--- config.mk ---
export PLATFORM = sky130hd
export DESIGN_NAME = fmul_core
export DESIGN_NICKNAME = d
export VERILOG_FILES = /design/src/rtl/fmul_pkg.sv /design/src/rtl/fmul_unpack.sv /design/src/rtl/fmul_shiftadd.sv /design/src/rtl/fmul_pack.sv /design/src/rtl/fmul_core.sv
export SDC_FILE = /design/constraint.sdc
export NUM_CORES = 1
export LEC_CHECK = 0
export BUFFER_PORTS_ARGS = -buffer_cell sky130_fd_sc_hd__buf_2
export CORE_MARGIN = 2
export CORE_UTILIZATION = 30
export DETAILED_ROUTE_END_ITERATION = 10
export PLACE_DENSITY = 0.46
export SLEW_MARGIN = 25
export SYNTH_ARGS = -nofsm -noshare
export SYNTH_HDL_FRONTEND = slang
export SYNTH_SLANG_ARGS = --single-unit
export TNS_END_PERCENT = 10
--- constraint.sdc ---
create_clock -name clk -period 5.1 [get_ports clk]
set_input_delay 0.255 -clock clk [delete_from_list [all_inputs] [get_ports clk]]
set_output_delay 0.255 -clock clk [all_outputs]
set_load 0.01 [all_outputs]
--- src/rtl/fmul_pkg.sv ---
package fmul_pkg;
    typedef enum logic [1:0] {
        S_IDLE = 2'd0,
        S_MUL  = 2'd1,
        S_PACK = 2'd2
    } fmul_state_t;
endpackage

--- src/rtl/fmul_unpack.sv ---
module fmul_unpack #(
    parameter int EXP_W  = 8,
    parameter int FRAC_W = 23,
    localparam int WORD_W = 1 + EXP_W + FRAC_W,
    localparam int SIG_W  = FRAC_W + 1
) (
    input  logic [WORD_W-1:0] word,
    output logic              sign,
    output logic [EXP_W-1:0]  expo,
    output logic [SIG_W-1:0]  sig,
    output logic              is_zero
);
    assign sign    = word[WORD_W-1];
    assign expo    = word[WORD_W-2 -: EXP_W];
    assign sig     = {1'b1, word[FRAC_W-1:0]};
    assign is_zero = (word[WORD_W-2 -: EXP_W] == '0);
endmodule

--- src/rtl/fmul_shiftadd.sv ---
module fmul_shiftadd #(
    parameter int SIG_W = 24,
    localparam int PROD_W = 2 * SIG_W,
    localparam int HI_W   = SIG_W + 1
) (
    input  logic             clk,
    input  logic             rst_n,
    input  logic             load,
    input  logic             step,
    input  logic [SIG_W-1:0] mcand,
    input  logic [SIG_W-1:0] mplier,
    output logic [HI_W-1:0]  prod_hi
);
    logic [PROD_W-1:0] acc;
    logic [PROD_W-1:0] mc;
    logic [SIG_W-1:0]  mp;

    always_ff @(posedge clk or negedge rst_n) begin
        if (!rst_n) begin
            acc <= '0;
            mc  <= '0;
            mp  <= '0;
        end else if (load) begin
            acc <= '0;
            mc  <= {{SIG_W{1'b0}}, mcand};
            mp  <= mplier;
        end else if (step) begin
            if (mp[0]) acc <= acc + mc;
            mc <= mc << 1;
            mp <= mp >> 1;
        end
    end

    assign prod_hi = acc[PROD_W-1 -: HI_W];
endmodule

--- src/rtl/fmul_pack.sv ---
module fmul_pack #(
    parameter int EXP_W  = 8,
    parameter int FRAC_W = 23,
    localparam int WORD_W = 1 + EXP_W + FRAC_W,
    localparam int HI_W   = FRAC_W + 2,
    localparam int XW     = EXP_W + 2,
    localparam int BIAS   = (1 << (EXP_W - 1)) - 1,
    localparam int EMAX   = (1 << EXP_W) - 1
) (
    input  logic [HI_W-1:0]   prod_hi,
    input  logic [EXP_W-1:0]  ea,
    input  logic [EXP_W-1:0]  eb,
    input  logic              sign,
    input  logic              zero,
    output logic [WORD_W-1:0] word,
    output logic              ovf,
    output logic              unf
);
    logic                    carry;
    logic [FRAC_W-1:0]       frac;
    logic signed [XW-1:0]    e_sum;

    assign carry = prod_hi[HI_W-1];
    assign frac  = carry ? prod_hi[HI_W-2:1] : prod_hi[HI_W-3:0];
    assign e_sum = $signed({2'b00, ea}) + $signed({2'b00, eb})
                 - $signed(XW'(BIAS)) + $signed({{(XW-1){1'b0}}, carry});

    always_comb begin
        ovf  = 1'b0;
        unf  = 1'b0;
        word = {sign, e_sum[EXP_W-1:0], frac};
        if (zero) begin
            word = '0;
        end else if (e_sum >= $signed(XW'(EMAX))) begin
            ovf  = 1'b1;
            word = {sign, {EXP_W{1'b1}}, {FRAC_W{1'b0}}};
        end else if (e_sum <= $signed(XW'(0))) begin
            unf  = 1'b1;
            word = {sign, {(WORD_W-1){1'b0}}};
        end
    end
endmodule

--- src/rtl/fmul_core.sv ---
module fmul_core #(
    parameter int EXP_W  = 8,
    parameter int FRAC_W = 23,
    localparam int WORD_W = 1 + EXP_W + FRAC_W,
    localparam int SIG_W  = FRAC_W + 1,
    localparam int HI_W   = SIG_W + 1,
    localparam int CNT_W  = $clog2(SIG_W)
) (
    input  logic              clk,
    input  logic              rst_n,
    input  logic              in_valid,
    input  logic [WORD_W-1:0] op_a,
    input  logic [WORD_W-1:0] op_b,
    output logic              out_valid,
    output logic [WORD_W-1:0] result,
    output logic              ovf,
    output logic              unf
);
    import fmul_pkg::*;

    fmul_state_t state, state_nx;
    logic [CNT_W-1:0] cnt;

    logic [1:0]             u_sign;
    logic [1:0]             u_zero;
    logic [EXP_W-1:0]       u_exp [2];
    logic [SIG_W-1:0]       u_sig [2];
    logic [WORD_W-1:0]      u_word [2];

    assign u_word[0] = op_a;
    assign u_word[1] = op_b;

    for (genvar i = 0; i < 2; i++) begin : g_unpack
        fmul_unpack #(.EXP_W(EXP_W), .FRAC_W(FRAC_W)) u_unp (
            .word    (u_word[i]),
            .sign    (u_sign[i]),
            .expo    (u_exp[i]),
            .sig     (u_sig[i]),
            .is_zero (u_zero[i])
        );
    end

    logic             sign_r, zero_r;
    logic [EXP_W-1:0] ea_r, eb_r;
    logic             accept, last_bit;
    logic [HI_W-1:0]  prod_hi;
    logic [WORD_W-1:0] pk_word;
    logic             pk_ovf, pk_unf;

    assign accept   = (state == S_IDLE) && in_valid;
    assign last_bit = (state == S_MUL) && (cnt == CNT_W'(SIG_W - 1));

    always_comb begin
        state_nx = state;
        unique case (state)
            S_IDLE:  if (accept)   state_nx = S_MUL;
            S_MUL:   if (last_bit) state_nx = S_PACK;
            S_PACK:                state_nx = S_IDLE;
            default:               state_nx = S_IDLE;
        endcase
    end

    always_ff @(posedge clk or negedge rst_n) begin
        if (!rst_n) state <= S_IDLE;
        else        state <= state_nx;
    end

    always_ff @(posedge clk or negedge rst_n) begin
        if (!rst_n) begin
            cnt    <= '0;
            sign_r <= 1'b0;
            zero_r <= 1'b0;
            ea_r   <= '0;
            eb_r   <= '0;
        end else if (accept) begin
            cnt    <= '0;
            sign_r <= u_sign[0] ^ u_sign[1];
            zero_r <= |u_zero;
            ea_r   <= u_exp[0];
            eb_r   <= u_exp[1];
        end else if (state == S_MUL) begin
            cnt <= cnt + 1'b1;
        end
    end

    fmul_shiftadd #(.SIG_W(SIG_W)) u_sa (
        .clk     (clk),
        .rst_n   (rst_n),
        .load    (accept),
        .step    (state == S_MUL),
        .mcand   (u_sig[0]),
        .mplier  (u_sig[1]),
        .prod_hi (prod_hi)
    );

    fmul_pack #(.EXP_W(EXP_W), .FRAC_W(FRAC_W)) u_pk (
        .prod_hi (prod_hi),
        .ea      (ea_r),
        .eb      (eb_r),
        .sign    (sign_r),
        .zero    (zero_r),
        .word    (pk_word),
        .ovf     (pk_ovf),
        .unf     (pk_unf)
    );

    always_ff @(posedge clk or negedge rst_n) begin
        if (!rst_n) begin
            out_valid <= 1'b0;
            result    <= '0;
            ovf       <= 1'b0;
            unf       <= 1'b0;
        end else begin
            out_valid <= (state == S_PACK);
            if (state == S_PACK) begin
                result <= pk_word;
                ovf    <= pk_ovf;
                unf    <= pk_unf;
            end
        end
    end
endmodule

==> results.ini <==
[run_status]
outcome = finished, final reports clean

[clock_network]
clockBufferDepth = 2
cts_buffers = 17
postCtsSetupBuffers = 0
cts-root-buf = clkbuf_16
cts_max_level = 4
cts_tree = done
path_clk_slew_ns = 0.07
worst_skew_pair.late_latency_ns = 0.45
cts.sinks = 180

[sta]
finalHoldViolations = 0
tightestPinTransition_ns = 0.914
max_freq_mhz = 287
finalCritPeriodShare_pct = 68.3
slew_headroom_pct = 39.1
fin_worst_skew_ns = 0.0109
setup-violations-final = 0
rsz0062_at_grt = no
tns_ns = 0
finalCriticalPeriod_ns = 3.48
report.final.slew_viol_count = 0

[yosys]
synth_top_area_share_pct = 41.5
synthTopCellsByArea = dfrtp_1 (42%), ha_1 (6.7%), nand2_1 (5.6%)
ys_seq_elements = 180
syn_inst = 1184
synth_edf_count = 0
synthArstFlopShare_pct = 100
netlist_area_mm2 = 0.0109
synthFlopType = dfrtp_1
synthesis.nets = 1311
yosysSeqAreaShare_pct = 41.5
ys_warn_count = 0
ys_types = 70
yosys.area.top_type = dfrtp_1
syn-mean-instance-area_um2 = 9.17

[routing]
ant_nets = 0
routedWlPerCell_um = 16.7
wl_um = 28800
vias = 8950
drt_iter0_drc = 586
route.detailed.drc = 0
routed_via_density = 5.19
drtPass1Iterations = 5

[power]
p_leak_uw = 0.00569
peakVddDrop_uv = 280
powerDensity_mw_per_mm2 = 584

[global_routing]
grt_pass1_wl_um = 48700
overflow = 0
grt_pass1_vias = 9104
antenna_found_initial = 0
grt_usage_pct = 15.8
grt_max_degree = 82

[worst_setup_path]
reg2reg_depth = 12
cp_cell_sequence = ha_1, fa_1, a21o_1, a21oi_4, o21ai_2, a221oi_4, xor2_1, a31oi_1, o2111a_2, o221ai_4, buf_4, o21ai_2
worst_path_max_delay_cell = fa_1
arrival_ns = 3.80
r2r_slack_ns = 1.62
max_stage_delay_ns = 0.41
startpoint_type = register
crit_top_cell = o21ai_2
critPathCaptureType = register
cp.required_ns = 5.42
cp_top_family = compound AO/OA/AOI/OAI gates
cp_max_fo = 20
r2r-start = ea_r[0]
criticalPathCategory = register to register
r2r_end = result[21]
crit_buf_inv = 1

[hold_path]
hold_depth = 3
min_from = op_a[25]
holdPathEnd = ea_r[2]
hp-class = input port to register

[floorplanning]
fp.dieArea_mm2 = 0.0377
floorplan.initialDensity_pct = 30.5
ios = 102
fp-row-count = 69
die_x_um = 194
dieHeight_um = 194
core-area_mm2 = 0.0356

[cells_and_area]
postLayoutCoreUtil_pct = 34.8
area_growth_pct = 14.1
final_nets = 1377
drive_gt1_share_pct = 14.7
mostFrequentLayoutCells = dfrtp_1 (179), nand2_1 (163), o21ai_0 (117), a21oi_1 (101), buf_2 (100)
final_common_cell = dfrtp_1
n_antenna_cell = 0

[placement]
detailed_place_hpwl_um = 20000
port_buffers = 101
gp_congestion = 0.806

[run]
drv_cap = 0

==> cell usage after synthesis (14+ instances only) <==
library cell and count:
o21ai_0 117, mux2i_1 26, inv_1 27, xnor2_1 36, nand2_1 163, a22oi_1 44
xor2_1 19, nand4_1 14, clkbuf_1 59, nor2_1 36, a22o_1 28, dfrtp_1 180
a21o_1 36, nand3_1 20, o21ai_2 21, ha_1 58, a21oi_1 101, nor2b_1 50
==> metrics by stage <==
step                      hold slack, ns  instances  total power [uW]  worst slack (ns)  area, um2
final                             0.0241       1724              7230              1.62      12400
after floorplan                  -0.0406       1184              5010              1.98      10900
after CTS                        0.00366       1724              7330              1.59      12400
after global routing              0.0144       1724              7910              1.39      12400
after global placement             0.340       1691              5960              1.66      11800
after detailed placement           0.347       1691              5970              1.63      11800
==> cells by family (layout without fill, tap and decap cells) <==
logic type,count (synthesis),after routing,share of synthesized area (%)
AO/OA/AOI/OAI,429,429,26.0
XOR/XNOR,56,56,4.59
adder cells (fa/ha/maj),60,60,7.06
buffers and inverters,95,174,3.44
flip-flops,180,180,41.5
multiplexers,26,26,2.40
AND/OR/NAND/NOR,338,338,15.0
==> layout make-up <==
cell class / instances / area (um2)
clock buffer: 20 / 447
clock inverter: 12 / 121
fill: 3719 / 23200
inverter: 27 / 101
multi-input combinational: 909 / 6000
sequential: 180 / 4510
tap: 461 / 577
timing repair buffer: 115 / 622
==> how the worst max path moves through the flow <==
stage | startpoint | endpoint | slack (ns) | cells past startpoint
5_1_grt | ea_r[0] | result[21] | 1.39 | 12
3_5_place_dp | ea_r[0] | result[20] | 1.63 | 12
4_1_cts | ea_r[0] | result[14] | 1.59 | 12
6_report | ea_r[0] | result[21] | 1.62 | 12
2_1_floorplan | u_sa.acc[47] | result[10] | 1.98 | 14
3_3_place_gp | ea_r[0] | result[21] | 1.66 | 12
==> worst reg2reg max path: cells and delay by family, from the launching register on <==
kind                     cells  cell delay, ns
AO/OA/AOI/OAI                8            1.76
adder cells (fa/ha/maj)      2            0.64
flip-flops                   1            0.39
buffers and inverters        1            0.38
XOR/XNOR                     1            0.20
==> metal layers <==
layer	GRT usage (%)	up-vias	share of wire, %
met1	22.7	4356	51
met4	3.93	0	1.2
met2	24.2	135	45
met5	0	-	0
met3	2.92	22	3.1
li1	-	4437	-
==> state kept, by name (all words and copies together), names as in the netlist, 2 cells and up <==
signal / cells
eb_r: 8
u_sa.mp: 24
ea_r: 8
cnt: 5
state: 2
u_sa.acc: 48
result: 32
u_sa.mc: 48
==> repair_timing <==
item / 4_1_cts / 5_1_grt
gates resized for setup: 0 / 0
endpoints found under the hold margin: 79 / 0
hold buffers: 1 / 0
==> report_power, final <==
group | internal, uW | total [uW] | switching [uW]
logic | 1420 | 3590 | 2170
clock network | 694 | 1300 | 608
registers | 1900 | 2340 | 441
total | 4020 | 7230 | 3220
No activity file was read; power rests on OpenSTA's default activity.
